### config.mk
export PLATFORM = sky130hd
export DESIGN_NAME = clb_cell
export DESIGN_NICKNAME = d
export VERILOG_FILES = /design/src/rtl/clb_pkg.sv /design/src/rtl/clb_cfg_chain.sv /design/src/rtl/clb_lut.sv /design/src/rtl/clb_ff.sv /design/src/rtl/clb_cell.sv
export SDC_FILE = /design/constraint.sdc
export NUM_CORES = 1
export LEC_CHECK = 0
export BUFFER_PORTS_ARGS = -buffer_cell sky130_fd_sc_hd__buf_2
export CORE_MARGIN = 3
export CORE_UTILIZATION = 62
export CTS_BUF_LIST = sky130_fd_sc_hd__clkbuf_8
export DETAILED_ROUTE_END_ITERATION = 8
export HOLD_SLACK_MARGIN = 0.05
export PLACE_DENSITY = 0.82
export SLEW_MARGIN = 5
export SYNTH_ARGS = -nofsm -noshare
export SYNTH_HDL_FRONTEND = slang
export SYNTH_SLANG_ARGS = --single-unit
### constraint.sdc
create_clock -name clk_i -period 3 [get_ports clk_i]
set_input_delay 0.6 -clock clk_i [delete_from_list [all_inputs] [get_ports clk_i]]
set_output_delay 0.6 -clock clk_i [all_outputs]
set_load 0.005 [all_outputs]
### src/rtl/clb_pkg.sv
package clb_pkg;
  localparam int LUT_K   = 4;
  localparam int COMB_K  = 3;
  localparam int NUM_C   = 4;
  localparam int CSEL_W  = $clog2(NUM_C);
  localparam int NUM_FF  = 2;

  typedef enum logic [1:0] {
    DSEL_F = 2'd0,
    DSEL_G = 2'd1,
    DSEL_H = 2'd2,
    DSEL_C = 2'd3
  } dsel_e;

  typedef struct packed {
    logic [2**LUT_K-1:0]  lut_f;
    logic [2**LUT_K-1:0]  lut_g;
    logic [2**COMB_K-1:0] lut_h;
    logic [CSEL_W-1:0]    h_csel;
    logic                 x_route;
    logic                 y_route;
    dsel_e                dx_sel;
    dsel_e                dy_sel;
    logic [CSEL_W-1:0]    din_csel;
    logic                 ce_use;
    logic [CSEL_W-1:0]    ce_csel;
    logic                 sr_use;
    logic [CSEL_W-1:0]    sr_csel;
    logic                 srval_x;
    logic                 srval_y;
  } cfg_t;

  localparam int CFG_W = $bits(cfg_t);
endpackage

### src/rtl/clb_cfg_chain.sv
module clb_cfg_chain #(
  parameter int W = 8
) (
  input  logic         clk_i,
  input  logic         rst_ni,
  input  logic         en_i,
  input  logic         din_i,
  output logic [W-1:0] q_o
);
  always_ff @(posedge clk_i or negedge rst_ni) begin
    if (!rst_ni)   q_o <= '0;
    else if (en_i) q_o <= {q_o[W-2:0], din_i};
  end
endmodule

### src/rtl/clb_lut.sv
module clb_lut #(
  parameter int K = 4
) (
  input  logic [2**K-1:0] tbl_i,
  input  logic [K-1:0]    in_i,
  output logic            out_o
);
  assign out_o = tbl_i[in_i];
endmodule

### src/rtl/clb_ff.sv
module clb_ff (
  input  logic clk_i,
  input  logic rst_ni,
  input  logic hold_i,
  input  logic ce_i,
  input  logic sr_i,
  input  logic srval_i,
  input  logic d_i,
  output logic q_o
);
  // set/reset outranks enable; config load freezes everything
  always_ff @(posedge clk_i or negedge rst_ni) begin
    if (!rst_ni)       q_o <= 1'b0;
    else if (!hold_i) begin
      if (sr_i)        q_o <= srval_i;
      else if (ce_i)   q_o <= d_i;
    end
  end
endmodule

### src/rtl/clb_cell.sv
module clb_cell
  import clb_pkg::*;
(
  input  logic             clk_i,
  input  logic             rst_ni,
  input  logic             cfg_en_i,
  input  logic             cfg_din_i,
  input  logic [LUT_K-1:0] f_i,
  input  logic [LUT_K-1:0] g_i,
  input  logic [NUM_C-1:0] c_i,
  output logic             x_o,
  output logic             y_o,
  output logic             xq_o,
  output logic             yq_o
);
  logic [CFG_W-1:0] cfg_q;
  cfg_t             cfg;
  logic             f_out, g_out, h_out;
  logic [COMB_K-1:0] h_in;
  logic             din_c, ce, sr;
  dsel_e            dsel [NUM_FF];
  logic [NUM_FF-1:0] srval, dval, q;

  clb_cfg_chain #(.W(CFG_W)) u_chain (
    .clk_i (clk_i),
    .rst_ni(rst_ni),
    .en_i  (cfg_en_i),
    .din_i (cfg_din_i),
    .q_o   (cfg_q)
  );

  assign cfg = cfg_t'(cfg_q);

  clb_lut #(.K(LUT_K)) u_lut_f (.tbl_i(cfg.lut_f), .in_i(f_i), .out_o(f_out));
  clb_lut #(.K(LUT_K)) u_lut_g (.tbl_i(cfg.lut_g), .in_i(g_i), .out_o(g_out));

  assign h_in = {c_i[cfg.h_csel], g_out, f_out};
  clb_lut #(.K(COMB_K)) u_lut_h (.tbl_i(cfg.lut_h), .in_i(h_in), .out_o(h_out));

  assign x_o = cfg.x_route ? h_out : f_out;
  assign y_o = cfg.y_route ? h_out : g_out;

  assign din_c = c_i[cfg.din_csel];
  assign ce    = !cfg.ce_use || c_i[cfg.ce_csel];
  assign sr    = cfg.sr_use && c_i[cfg.sr_csel];

  assign dsel[0] = cfg.dx_sel;
  assign dsel[1] = cfg.dy_sel;
  assign srval   = {cfg.srval_y, cfg.srval_x};

  for (genvar i = 0; i < NUM_FF; i++) begin : g_ff
    always_comb begin
      unique case (dsel[i])
        DSEL_F:  dval[i] = f_out;
        DSEL_G:  dval[i] = g_out;
        DSEL_H:  dval[i] = h_out;
        default: dval[i] = din_c;
      endcase
    end

    clb_ff u_ff (
      .clk_i  (clk_i),
      .rst_ni (rst_ni),
      .hold_i (cfg_en_i),
      .ce_i   (ce),
      .sr_i   (sr),
      .srval_i(srval[i]),
      .d_i    (dval[i]),
      .q_o    (q[i])
    );
  end

  assign xq_o = q[0];
  assign yq_o = q[1];
endmodule

==> flow_metrics.env, run 1 <==
export IMPL_clockPowerShare_pct=26.8
export IMPL_path_clk_slew_ns=0.06
export IMPL_post_synth_inst_count=179
export IMPL_fin_crit_sh_pct=100
export IMPL_syn_area_um2=2750
export IMPL_via_per_inst=6.10
export IMPL_fp_dieH_um=72.6
export IMPL_drtPass1Iterations=4
export IMPL_dr_first_iter_drc_count=83
export IMPL_setup_ws_ns=0.00145
export IMPL_fin_crit_ns=3.00
export IMPL_critPathLaunch="u_chain.q_o[33]"
export IMPL_crit_end="y_o"
export IMPL_ys_seq_area_share_pct=54.7
export IMPL_synth_top_cells_by_count="dfrtp_1, mux2_2, mux2_1"
export IMPL_clock_fmax_mhz=333
export IMPL_fill_cells=264
export IMPL_maxSlewViolCount=0
export IMPL_switching_power_mw=0.709
export IMPL_place_congestion=0.827
export IMPL_setup_violations=0
export IMPL_pin_count=20
export IMPL_design_area_um2=3130
export IMPL_cts_htree_levels=3
export IMPL_r2r_cells=6
export IMPL_dp_hpwl_mm=3.53
export IMPL_critPathArrivalTime_ns=2.40
export IMPL_power_density_nw_per_um2=798
export IMPL_yosysTopAreaCell="dfrtp_1"
export IMPL_grt_overflow=0
export IMPL_register_area_um2=1500
export IMPL_sw_frac_of_total_pct=28.4
export IMPL_grt_max_degree=46
export IMPL_clock_sinks=60
export IMPL_r2r_end="g_ff[0].u_ff.q_o"
export IMPL_cts_tree="done"
export IMPL_crit_fanout=3
export IMPL_synth_most_common_cell="dfrtp_1"
export IMPL_cts_buffers=9
export IMPL_drt_wirelength_per_cell_um=19.1
export IMPL_reg2reg_from="u_chain.q_o[47]"
export IMPL_synthTopCellsByArea="dfrtp_1, mux2_2, mux4_1, mux4_2, mux2_1"
export IMPL_start_util_pct=66.3
export IMPL_syn_to_final_growth_pct=13.9
export IMPL_worstSetupPathType="flop to output port"
export IMPL_synthArstFlopShare_pct=100
export IMPL_rows=23
export IMPL_synth_edf_count=0
export IMPL_peakVddDrop_mv=0.450
export IMPL_post_place_ws_ns=-0.138
export IMPL_die_area_um2=5260
export IMPL_drv_cap=0
export IMPL_cp_required_ns=2.40
export IMPL_drc=0
export IMPL_syn_area_per_cell_um2=15.3
export IMPL_hold_viol_final=0
export IMPL_p_comb_share_pct=24.2
export IMPL_ys_flop_type="dfrtp_1"
export IMPL_port_buffer_count=19
export IMPL_p_int_mw=1.79
export IMPL_hp_class="input pin to asynchronous set/reset pin"
export IMPL_ys_ff_latch=60
export IMPL_clk_latency_ns=0.33
export IMPL_core_um2=4140
export IMPL_detail_route_antenna_nets=0
export IMPL_synth_nets=195
export IMPL_relSlewSlack_pct=52.8
export IMPL_pwr_share_seq_pct=49.0
export IMPL_wl_mm=5.02
export IMPL_worst_pin_slew_ns=0.708
export IMPL_cts_root_buf="clkbuf_8"
export IMPL_grt_pass1_wl_mm=8.75
export IMPL_drive_above_1_share_pct=46.5
export IMPL_diodes=0
export IMPL_via_count=1605
export IMPL_synthDistinctLibCells=21
export IMPL_clk_path_buf_depth=2
export IMPL_status="completed"
export IMPL_final_net_count=225
export IMPL_cp_end_kind="output port"
export IMPL_worst_r2r_setup_slack_ns=0.78
export IMPL_rsz0062_at_grt="true"
export IMPL_grt_pass1_vias=1737
export IMPL_multiInputGateArea_um2=1190
export IMPL_die_x_um=72.6
export IMPL_netlist_area_leader_share_pct=54.7
export IMPL_start_kind="flop"
export IMPL_track_usage_pct=22.6
export IMPL_antenna_found_initial=0
export IMPL_yosysWarnings=0
export IMPL_place_area_um2=2930
export IMPL_p_leak_nw=1.51
export IMPL_clock_skew_ns=0.00491
==> power groups by stage <==
| stage | logic [mW] | registers (mW) | clock network, mW |
|---|---|---|---|
| 6_report | 0.603 | 1.22 | 0.670 |
| 5_1_grt | 0.666 | 1.26 | 0.724 |
| 4_1_cts | 0.585 | 1.22 | 0.685 |
| 3_5_place_dp | 0.575 | 1.23 | 0 |
| 3_3_place_gp | 0.542 | 1.21 | 0 |
| 2_1_floorplan | 0.426 | 1.16 | 0 |
==> cell type report <==
| type | instances | area share [%] |
|---|---|---|
| clock buffer | 13 | 5.72 |
| inverter | 5 | 0.600 |
| clock inverter | 2 | 0.280 |
| multi-input combinational | 107 | 38.0 |
| tap | 50 | 2.00 |
| sequential | 60 | 48.0 |
| timing repair buffer | 26 | 5.40 |
==> metrics by stage <==
stage	utilization, %	hold WS, ns	std cells	total power [mW]	setup TNS (ns)
finish	75.5	0.321	263	2.49	0
global route	75.5	0.358	263	2.65	-0.210
CTS	75.0	0.333	261	2.49	-0.0197
detailed placement	70.7	0.502	246	1.81	-0.271
global placement	70.7	0.480	246	1.75	-0.00669
floorplan	-	0.304	179	1.59	0
==> registers in the layout, indices dropped and copies added, names as in the netlist <==
name and cells:
u_chain.q_o 58, g_ff.u_ff.q_o 2
==> worst min-delay path by stage <==
stage / to / depth (start not counted) / slack (ns) / start
2_1_floorplan: g_ff[0].u_ff.q_o / 0 / 0.30 / rst_ni
3_3_place_gp: u_chain.q_o[11] / 2 / 0.48 / u_chain.q_o[10]
3_5_place_dp: u_chain.q_o[11] / 2 / 0.50 / u_chain.q_o[10]
4_1_cts: u_chain.q_o[30] / 1 / 0.33 / rst_ni
5_1_grt: u_chain.q_o[26] / 1 / 0.36 / rst_ni
6_report: u_chain.q_o[26] / 1 / 0.32 / rst_ni
==> metal layers <==
layer / global-route usage (%) / vias up / wire [um]
met4: 9.02 / 0 / 89
li1: - / 736 / -
met1: 30.2 / 837 / 2230
met2: 35.2 / 23 / 2540
met5: 0 / - / 0
met3: 6.51 / 9 / 153
==> critical path, stage by stage, from the launching register on <==
cell	delay, ns
dfrtp_1	0.40
mux4_2	0.50
mux2i_2	0.18
mux2_4	0.19
mux4_2	0.53
mux2i_1	0.15
buf_2	0.13
==> timing repair <==
item / in CTS / in global routing
pin swaps: 1 / 0
setup buffers: 0 / 2
hold buffers: 0 / 0
endpoints found under the setup margin: 2 / 2
gates cloned: 0 / 0
gates resized for setup: 9 / 1
==> layout by cell type (no fill, tap or decap) <==
master,count
dfrtp_1,60
mux2_2,43
buf_2,17
clkbuf_8,13
mux4_2,12
mux2_1,10
nand2_1,8
buf_4,7
mux2i_1,6
inv_1,6
o21ai_0,5
and3_1,4
nor2_1,2
o32a_1,2
nand3_1,2
o311ai_0,2
o31ai_1,2
o21ai_1,2
mux4_4,1
mux2i_2,1
mux2_4,1
mux4_1,1
a21oi_2,1
a21oi_1,1
o21bai_1,1
clkinv_2,1
buf_6,1
buf_12,1
==> kinds of logic (layout without fill, tap and decap cells) <==
kind of cell	Yosys count	in the layout	synth area share (%)
mux	75	75	37.2
flops	60	60	54.7
compound gates	16	16	3.83
simple gates	16	16	2.64
buf+inv	12	46	1.64
No activity file was read; power rests on OpenSTA's default activity.
==> run 2, diff against run 1 <==
--- a/config.mk
+++ b/config.mk
@@ -12,7 +12,9 @@
 export DETAILED_ROUTE_END_ITERATION = 8
 export HOLD_SLACK_MARGIN = 0.05
 export PLACE_DENSITY = 0.82
+export RECOVER_POWER = 100
 export SLEW_MARGIN = 5
 export SYNTH_ARGS = -nofsm -noshare
 export SYNTH_HDL_FRONTEND = slang
+export SYNTH_HIERARCHICAL = 1
 export SYNTH_SLANG_ARGS = --single-unit
==> run 2 against run 1 <==
The flow now finishes with violations (capacitance limit, slew limit, setup timing). Clock skew shrank 0.0016 ns. Via count is 7.6% lower. Design area is 0.80% higher. Global-route usage fell by 3.0 points. Sequential cell count unchanged. Combinational power is 14% lower. Critical path depth rose by 2. Clock-buffer cell count fell by 2. Sequential power down 7%. Sequential share of layout area is 0.38 points lower. Setup slack got worse by 0.27 ns. Fmax down 8.3%.
==> flow_metrics.env, run 2 <==
export IMPL_status="finished with violations"
export IMPL_violations="capacitance limit, slew limit, setup timing"
export IMPL_pwr_share_seq_pct=50.4
export IMPL_drv_cap=1
export IMPL_synth_top_cells_by_count="dfrtp_1, mux2_2, mux2_4"
export IMPL_grt_pass1_wl_mm=7.76
export IMPL_finish_utilization_pct=71.4
export IMPL_via_per_inst=5.98
export IMPL_p_leak_nw=1.51
export IMPL_grt_pass1_vias=1605
export IMPL_synthTopCellsByArea="dfrtp_1, mux2_2, mux4_1, mux2_4, mux4_2"
export IMPL_hp_class="input pin to flop"
export IMPL_layout_common_cells="dfrtp_1, mux2_2, buf_2, mux2_1, mux4_2"
export IMPL_fin_crit_ns=3.27
export IMPL_place_congestion=0.745
export IMPL_pin_count=20
export IMPL_rsz0062_at_grt="true"
export IMPL_p_comb_share_pct=22.8
export IMPL_max_stage_delay_ns=0.53
export IMPL_mostFrequentLayoutCell="dfrtp_1"
export IMPL_port_buffer_count=19
export IMPL_detail_route_antenna_nets=0
export IMPL_fin_crit_sh_pct=109
export IMPL_critPathTopFamily="multiplexers"
export IMPL_largest_reg_flops=58
export IMPL_clk_path_buf_depth=2
export IMPL_clockPowerShare_pct=26.8
export IMPL_critPathArrivalTime_ns=2.67
export IMPL_post_synth_inst_count=161
export IMPL_maxSlewViolCount=65
export IMPL_wl_mm=4.77
export IMPL_synth_most_common_cell="dfrtp_1"
export IMPL_path_clk_slew_ns=0.06
export IMPL_setup_violations=2
export IMPL_netlist_area_leader_share_pct=52.4
export IMPL_track_usage_pct=19.7
export IMPL_clock_fmax_mhz=306
export IMPL_hold_viol_final=0
export IMPL_grt_overflow=0
export IMPL_antenna_found_initial=0
export IMPL_die_area_um2=5470
export IMPL_drive_above_1_share_pct=50.0
export IMPL_final_cells=248
export IMPL_holdWs_ns=0.509
export IMPL_cp_end_kind="output port"
export IMPL_grt_max_degree=65
export IMPL_fp_dieH_um=74.0
export IMPL_synth_edf_count=0
export IMPL_crit_fanout=4
export IMPL_yosysWarnings=6
export IMPL_drtPass1Iterations=5
export IMPL_ys_ff_latch=60
export IMPL_peakVddDrop_mv=0.433
export IMPL_placed_cells=232
export IMPL_post_place_ws_ns=-0.433
export IMPL_die_x_um=74.0
export IMPL_dr_first_iter_drc_count=100
export IMPL_syn_area_um2=2870
export IMPL_design_area_um2=3150
export IMPL_switching_power_mw=0.599
export IMPL_place_area_um2=3050
export IMPL_syn_to_final_growth_pct=10.0
export IMPL_cp_required_ns=2.40
export IMPL_sw_frac_of_total_pct=26.4
export IMPL_clk_latency_ns=0.34
export IMPL_p_int_mw=1.67
export IMPL_relSlewSlack_pct=-0.639
export IMPL_via_count=1483
export IMPL_syn_area_per_cell_um2=17.8
export IMPL_regMostFlops="u_chain/q_o"
export IMPL_cts_buffers=9
export IMPL_diodes=0
export IMPL_synth_nets=177
export IMPL_rows=24
export IMPL_start_util_pct=64.9
export IMPL_final_net_count=208
export IMPL_cts_htree_levels=3
export IMPL_synthDistinctLibCells=15
export IMPL_cp_cell_sequence="buf_4, mux4_2, mux2i_4, mux2i_4, mux4_2, mux2_4, mux2_2, buf_2"
export IMPL_cts_root_buf="clkbuf_8"
export IMPL_top_regs="u_chain/q_o: 58 flops, g_ff.u_ff/q_o: 2 flops"
export IMPL_power_density_nw_per_um2=719
export IMPL_ys_flop_type="dfrtp_1"
export IMPL_drc=0
export IMPL_critPathBufInv=2
export IMPL_clock_sinks=60
export IMPL_worst_pin_slew_ns=1.51
export IMPL_dp_hpwl_mm=3.18
export IMPL_worstSetupPathType="input pin to output port"
export IMPL_critical_path_slowest_cell="mux4_2"
export IMPL_core_um2=4410
export IMPL_clock_skew_ns=0.00331
export IMPL_ys_seq_area_share_pct=52.4
export IMPL_start_kind="input pin"
export IMPL_drt_wirelength_per_cell_um=19.2
export IMPL_cts_tree="done"
export IMPL_setup_ws_ns=-0.269
export IMPL_synthArstFlopShare_pct=100
export IMPL_yosysTopAreaCell="dfrtp_1"
run 2: changes by cell type after synthesis, sizes merged, moves of 4 or more:
cell    before  now
clkbuf       7    0
mux2        54   61
o21ai        7    0
buf          0    6
nand2        8    2
inv          5    0
and3         4    0
run 2: cell families (layout without fill, tap and decap cells):
logic type	after synthesis	in the layout	synth area share, %
DFF	60	60	52.4
muxes	83	83	42.8
buffers and inverters	6	41	1.70
and+or+nand+nor	12	12	3.06
run 2: worst paths after layout:
check	to	startpoint	depth (start not counted)	slack, ns
hold reg to reg	u_chain/q_o[37]	u_chain/q_o[36]	1	0.51
setup / recovery	y_o	f_i[0]	8	-0.27
setup reg to reg	g_ff[1].u_ff/q_o	u_chain/q_o[52]	9	0.13
max in group asynchronous	u_chain/q_o[40]	rst_ni	2	1.47
min in group asynchronous	g_ff[0].u_ff/q_o	rst_ni	2	0.68
hold / removal	u_chain/q_o[0]	cfg_din_i	2	0.51
run 2: power groups by stage:
stage / Sequential, mW / Combinational, mW / Clock, mW
floorplan: 1.10 / 0.367 / 0
global placement: 1.13 / 0.469 / 0
detailed placement: 1.15 / 0.493 / 0
CTS: 1.14 / 0.523 / 0.626
global route: 1.17 / 0.563 / 0.665
finish: 1.14 / 0.516 / 0.609
run 2: what timing repair did:
item	CTS	global route
endpoints found under the setup margin	4	4
buffers inserted	1	0
endpoints found under the hold margin	0	0
resized for setup	9	9
hold buffers	0	0
run 2: area by class of cell:
cell class | count | area (um2)
clock inverters | 4 | 17.5
fillers | 304 | 1260
repair buffers | 26 | 151
multi-input cells | 95 | 1270
clock buffers | 11 | 151
well taps | 52 | 65.1
flip-flops and latches | 60 | 1500
run 2: metal layers:
layer  vias to the layer above  track usage (%)  wire, um
met2                        30             29.0      2310
met4                         0             12.5       125
met1                       756             25.9      2140
met5                         -                0         0
met3                        13             5.41       195
li1                        684                -         -
run 2: per-stage QoR:
stage	total power [mW]	TNS (ns)
finish	2.27	-0.537
global route	2.40	-0.706
detailed placement	1.65	-1.72
global placement	1.60	-1.43
floorplan	1.46	0
CTS	2.29	-0.641
run 2: worst reg2reg max path: cells and delay by family (launching register included):
| family | cells | cell delay (ns) |
|---|---|---|
| muxes | 6 | 1.99 |
| DFF | 1 | 0.41 |
| and+or+nand+nor | 2 | 0.21 |
| buffers and inverters | 1 | 0.14 |
